$ cat src/rtl/adc_rd_pkg.sv
package adc_rd_pkg;

  typedef enum logic [1:0] {
    ST_IDLE  = 2'd0,
    ST_SETUP = 2'd1,
    ST_SHIFT = 2'd2,
    ST_QUIET = 2'd3
  } rd_state_e;

endpackage

$ cat src/rtl/adc_rd_sclk_gen.sv
// Serial clock generator: idles high, toggles every HALF_DIV cycles while run_i.
module adc_rd_sclk_gen #(
  parameter int HALF_DIV = 3
) (
  input  logic clk,
  input  logic rst,
  input  logic run_i,
  output logic sclk_o,
  output logic rise_o
);
  localparam int HW = (HALF_DIV > 1) ? $clog2(HALF_DIV) : 1;

  logic [HW-1:0] hcnt;
  logic          expire;

  assign expire = (hcnt == HW'(HALF_DIV - 1));

  always_ff @(posedge clk) begin
    if (rst || !run_i) begin
      hcnt   <= '0;
      sclk_o <= 1'b1;
    end else if (expire) begin
      hcnt   <= '0;
      sclk_o <= ~sclk_o;
    end else begin
      hcnt   <= hcnt + HW'(1);
    end
  end

  // Marks the cycle whose closing edge drives the serial clock high.
  assign rise_o = run_i & expire & ~sclk_o;

endmodule

$ cat src/rtl/adc_rd_ctrl.sv
// Frame sequencer: setup, shift, quiet phases and chip select.
module adc_rd_ctrl
  import adc_rd_pkg::*;
#(
  parameter int SETUP_CYC  = 2,
  parameter int QUIET_CYC  = 4,
  parameter int FRAME_BITS = 16
) (
  input  logic clk,
  input  logic rst,
  input  logic start_i,
  input  logic rise_i,
  output logic run_o,
  output logic shift_o,
  output logic done_o,
  output logic cs_n_o,
  output logic busy_o
);
  localparam int CMAX = (SETUP_CYC > QUIET_CYC) ? SETUP_CYC : QUIET_CYC;
  localparam int CW   = (CMAX > 1) ? $clog2(CMAX) : 1;
  localparam int BW   = (FRAME_BITS > 1) ? $clog2(FRAME_BITS) : 1;

  rd_state_e     state;
  logic [CW-1:0] cnt;
  logic [BW-1:0] bitcnt;
  logic          last;

  assign last    = (bitcnt == BW'(FRAME_BITS - 1));
  assign run_o   = (state == ST_SHIFT);
  // The final rising edge carries the trailing bit, which is never stored.
  assign shift_o = run_o & rise_i & ~last;

  always_ff @(posedge clk) begin
    if (rst) begin
      state  <= ST_IDLE;
      cnt    <= '0;
      bitcnt <= '0;
      cs_n_o <= 1'b1;
      busy_o <= 1'b0;
      done_o <= 1'b0;
    end else begin
      done_o <= 1'b0;
      unique case (state)
        ST_IDLE: begin
          if (start_i) begin
            state  <= ST_SETUP;
            cnt    <= '0;
            cs_n_o <= 1'b0;
            busy_o <= 1'b1;
          end
        end
        ST_SETUP: begin
          if (cnt == CW'(SETUP_CYC - 1)) begin
            state  <= ST_SHIFT;
            cnt    <= '0;
            bitcnt <= '0;
          end else begin
            cnt <= cnt + CW'(1);
          end
        end
        ST_SHIFT: begin
          if (rise_i) begin
            if (last) begin
              state  <= ST_QUIET;
              cs_n_o <= 1'b1;
              done_o <= 1'b1;
              cnt    <= '0;
            end else begin
              bitcnt <= bitcnt + BW'(1);
            end
          end
        end
        ST_QUIET: begin
          if (cnt == CW'(QUIET_CYC - 1)) begin
            state  <= ST_IDLE;
            busy_o <= 1'b0;
          end else begin
            cnt <= cnt + CW'(1);
          end
        end
        default: state <= ST_IDLE;
      endcase
    end
  end

endmodule

$ cat src/rtl/adc_rd_chan.sv
// One channel: shift register plus output register and leading-bit check.
module adc_rd_chan #(
  parameter int LEAD_W = 3,
  parameter int DATA_W = 12
) (
  input  logic              clk,
  input  logic              rst,
  input  logic              shift_i,
  input  logic              load_i,
  input  logic              sdata_i,
  output logic [DATA_W-1:0] result_o,
  output logic              lead_bad_o
);
  localparam int SW = LEAD_W + DATA_W;

  logic [SW-1:0] sh;

  always_ff @(posedge clk) begin
    if (rst) begin
      sh       <= '0;
      result_o <= '0;
    end else begin
      if (shift_i) sh <= {sh[SW-2:0], sdata_i};
      if (load_i)  result_o <= sh[DATA_W-1:0];
    end
  end

  assign lead_bad_o = |sh[SW-1 -: LEAD_W];

endmodule

$ cat src/rtl/dual_adc_reader.sv
module dual_adc_reader #(
  parameter int DATA_W    = 12,
  parameter int LEAD_W    = 3,
  parameter int HALF_DIV  = 3,
  parameter int SETUP_CYC = 2,
  parameter int QUIET_CYC = 4
) (
  input  logic              clk,
  input  logic              rst,
  input  logic              start_i,
  output logic              cs_n_o,
  output logic              sclk_o,
  input  logic              sdata_a_i,
  input  logic              sdata_b_i,
  output logic              busy_o,
  output logic              valid_o,
  output logic [DATA_W-1:0] result_a_o,
  output logic [DATA_W-1:0] result_b_o,
  output logic              frame_err_o
);
  localparam int FRAME_BITS = LEAD_W + DATA_W + 1;
  localparam int NCH        = 2;

  logic run, rise, shift, done;
  logic [NCH-1:0]             sdata;
  logic [NCH-1:0]             lead_bad;
  logic [NCH-1:0][DATA_W-1:0] res;

  assign sdata = {sdata_b_i, sdata_a_i};

  adc_rd_ctrl #(
    .SETUP_CYC (SETUP_CYC),
    .QUIET_CYC (QUIET_CYC),
    .FRAME_BITS(FRAME_BITS)
  ) u_ctrl (
    .clk    (clk),
    .rst    (rst),
    .start_i(start_i),
    .rise_i (rise),
    .run_o  (run),
    .shift_o(shift),
    .done_o (done),
    .cs_n_o (cs_n_o),
    .busy_o (busy_o)
  );

  adc_rd_sclk_gen #(
    .HALF_DIV(HALF_DIV)
  ) u_sclk (
    .clk   (clk),
    .rst   (rst),
    .run_i (run),
    .sclk_o(sclk_o),
    .rise_o(rise)
  );

  for (genvar c = 0; c < NCH; c++) begin : g_chan
    adc_rd_chan #(
      .LEAD_W(LEAD_W),
      .DATA_W(DATA_W)
    ) u_chan (
      .clk       (clk),
      .rst       (rst),
      .shift_i   (shift),
      .load_i    (done),
      .sdata_i   (sdata[c]),
      .result_o  (res[c]),
      .lead_bad_o(lead_bad[c])
    );
  end

  assign result_a_o = res[0];
  assign result_b_o = res[1];

  always_ff @(posedge clk) begin
    if (rst) begin
      valid_o     <= 1'b0;
      frame_err_o <= 1'b0;
    end else begin
      valid_o     <= done;
      frame_err_o <= frame_err_o | (done & (|lead_bad));
    end
  end

endmodule

$ cat config.mk
export PLATFORM = sky130hd
export DESIGN_NAME = dual_adc_reader
export DESIGN_NICKNAME = d
export VERILOG_FILES = /design/src/rtl/adc_rd_pkg.sv /design/src/rtl/adc_rd_sclk_gen.sv /design/src/rtl/adc_rd_ctrl.sv /design/src/rtl/adc_rd_chan.sv /design/src/rtl/dual_adc_reader.sv
export SDC_FILE = /design/constraint.sdc
export NUM_CORES = 1
export LEC_CHECK = 0
export CORE_ASPECT_RATIO = 1.75
export CORE_MARGIN = 4
export CORE_UTILIZATION = 30
export DETAILED_ROUTE_END_ITERATION = 10
export DONT_BUFFER_PORTS = 1
export PLACE_DENSITY_LB_ADDON = 0.15
export SLEW_MARGIN = 20
export SYNTH_ARGS = -nofsm -noshare
export SYNTH_HDL_FRONTEND = slang
export SYNTH_HIERARCHICAL = 1
export SYNTH_SLANG_ARGS = --single-unit
$ cat constraint.sdc
create_clock -name clk -period 2.3 [get_ports clk]
set_input_delay 0.345 -clock clk [delete_from_list [all_inputs] [get_ports clk]]
set_output_delay 0.345 -clock clk [all_outputs]
set_load 0.01 [all_outputs]
==> metrics.txt <==
CP max stage cell=dfxtp_1; top post-synthesis cells by count=70 x dfxtp_1, 60 x nor2_1, 56 x mux2i_1; cts bufs inserted=9; Worst Hold Class=input pin to register; Synth Instances=272; Final Critical Period=1940 ps; Setup TNS Final=0 ps; Synth Area in XOR/XNOR=0.311%; first-pass GRT wire length=8830 um; WP data arrival=between 2000 and 2500 ps; fraction of layout cells with a size suffix above 1=9.29%; Die H=136 um; Int Pwr=roughly 2300 uW; setup ws final=363 ps; Inst Count DP=approximately 380; # hold bufs at CTS=0; Syn Std Cell Area=0.00281 mm2; Port Buffers=0; register area share after synthesis=49.8%; Critical Path, Cell by Cell=inv_1 -> ha_1 -> nand2_1 -> nor2_1 -> inv_1 -> a222oi_1 -> buf_4 -> nand2_1 -> a221o_1; Overflow after GRT=0; Placeable Area=0.00909 mm2; number of flops mapped to enable cells by yosys=0; Max Transition Viols Final=0; # DRC=0; num rows=46; sequential fraction of design power=42.7%; dominant synthesized flop cell=dfxtp_1; Sw Ratio=24.5%; First-pass DRT Iterations=4; initial antenna violation count=0; Routed WL=between 5000 and 6000 um; vias per cell=~4.6; gpl congestion=roughly 0.76; antenna cells=0; Post-CTS Setup Repair Bufs=0; Post-Synth Simple-Gate Area=between 10% and 20%; vias post-DR=1828; P per Cell Area=956 mW/mm2; synthesis-stage register bit count=70; clk buf depth=2; syn_nets=between 200 and 300; pre-CTS WS=402 ps; crit-path max FO=9; CTS Root Cell=clkbuf_16; Syn Area/Cell=10.3 um2; main combinational cell family by area after synthesis=multiplexers; GRT Total Usage=10.5%; H-tree lvl count=3; Worst Max-Slew Pin Slew=between 300 and 400 ps; NumNets Final=291; CTS clk-pin slew, worst paths=about 60 ps; Synth Area in Compound Gates=between 5 and 6%; Yosys warnings=6; crit start category=register; Synth Area in Adders=under 10%; Sw Pwr=between 700 and 800 uW; Max Cap Viol=0; initial DRC count=between 60 and 70; slowest stage delay, CP=330 ps; Die ar.=around 0.011 mm2; Final ANT Viol Nets=0; Yosys top cell area share=49.8%; outcome=completed; final hold viol count=0; Clk Latency, worst-skew pair=around 330 ps; Final Instance Count excl. Fillers=400; vias in the first global route=1843; Final setup viols=0; critical path class=register to register; period utilization=84.2%; CTS tree=yes; Netlist cell types=38; portion of netlist area occupied by mux cells=19.9%; Worst slew margin=79.2%; post-DP HPWL=3340 um; Critical Path RT=2510 ps; most common cell in the netlist=dfxtp_1; initial core utilization=a little under a third; Lkg Pwr=between 0.001 and 0.0015 uW; Ports=34; clk sink count=70; Synth area leader=dfxtp_1; clk_skew=4.62 ps; logic gate share of total power=11.5%; fmax=approximately 520 MHz; top cells by area, synth=dfxtp_1 50%, mux2i_1 20%, nor2_1 8.0%; per-cell routed wire length=12.7 um; P&R area growth vs syn=13.7%; Setup crit end kind=register; Die Wd=81.2 um; RSZ-0062 raised after global routing=false; peak ir drop on the vdd network=between 0.4 and 0.5 mV; clock power share=45.8%; largest net degree at the start of global routing=73; FFs w/ async S/R, synth=0%; CTS resizes=0
-- worst max-delay path: cells and delay by family (launching register included) --
family / cells / cell delay [ps]
buf+inv: 3 / 410
simple gates: 3 / 280
fa+ha+maj: 1 / 190
flops: 1 / 330
compound gates: 2 / 610
-- worst paths after layout --
path	to	cells past startpoint	slack, ps	startpoint
setup reg to reg	u_ctrl/cs_n_o$_SDFFE_PP1P_	9	360	u_ctrl/state[0]$_SDFFE_PP0P_
hold / removal	u_ctrl/state[0]$_SDFFE_PP0P_	1	90	rst
setup / recovery	u_ctrl/cs_n_o$_SDFFE_PP1P_	9	360	u_ctrl/state[0]$_SDFFE_PP0P_
hold reg to reg	u_sclk/hcnt[0]$_SDFF_PP0_	1	420	u_sclk/hcnt[0]$_SDFF_PP0_
-- cell usage in the layout (no fill, tap or decap), types with 2 or more instances in the layout --
cell,instances
clkbuf_16,9
nand2b_1,4
inv_1,12
nor2_1,60
clkbuf_8,2
dfxtp_1,70
o41ai_1,2
a211o_1,2
nor2b_1,3
buf_4,6
nor3_1,3
ha_1,11
mux2i_1,56
clkinvlp_4,3
or3_1,2
a21oi_1,3
nand2_1,10
-- layer usage --
layer,GRT usage [%],up-vias,part of all wire [%]
met5,0,-,0
met4,6.20,0,1.6
met3,5.24,6,6.1
met2,16.6,40,51
met1,11.1,854,42
li1,-,928,-
-- area by class of cell --
class                      instances  area (um2)
fill                             977        5890
sequential                        70        1400
multi-input combinational        176        1250
clock buffer                      11         253
tap                              120         150
clock inverter                     5        57.6
timing repair buffer               6        45.0
inverter                          12        45.0
-- per-stage QoR --
stage               cell area [um2]  utilization, %  hold WS [ps]  total power (uW)
floorplan                      2810               -           397              1620
global placement               2890            31.8           406              1690
detailed placement             2890            31.8           414              1680
CTS                            3200            35.2          57.9              3120
global route                   3200            35.2          53.1              3210
finish                         3200            35.2          85.2              3060
-- cells by family after synthesis --
logic type | Yosys count
simple gates | 89
mux | 56
xor+xnor | 1
fa+ha+maj | 11
flops | 70
compound gates | 19
buf+inv | 26
-- power groups by stage --
stage | sequential, uW | combinational [uW] | clock (uW)
6_report | 1310 | 353 | 1400
5_1_grt | 1310 | 397 | 1500
4_1_cts | 1310 | 354 | 1450
3_5_place_dp | 1330 | 348 | 0
3_3_place_gp | 1330 | 357 | 0
2_1_floorplan | 1320 | 298 | 0
-- sequential cells by signal (all words and copies together), names as in the netlist --
name,count
g_chan.u_chan/sh,30
g_chan.u_chan/result_o,24
u_ctrl/bitcnt,4
u_ctrl/cnt,2
u_ctrl/state,2
u_sclk/hcnt,2
frame_err_o,1
u_ctrl/busy_o,1
u_ctrl/cs_n_o,1
u_ctrl/done_o,1
u_sclk/sclk_o,1
valid_o,1
No activity file was read; power rests on OpenSTA's default activity.
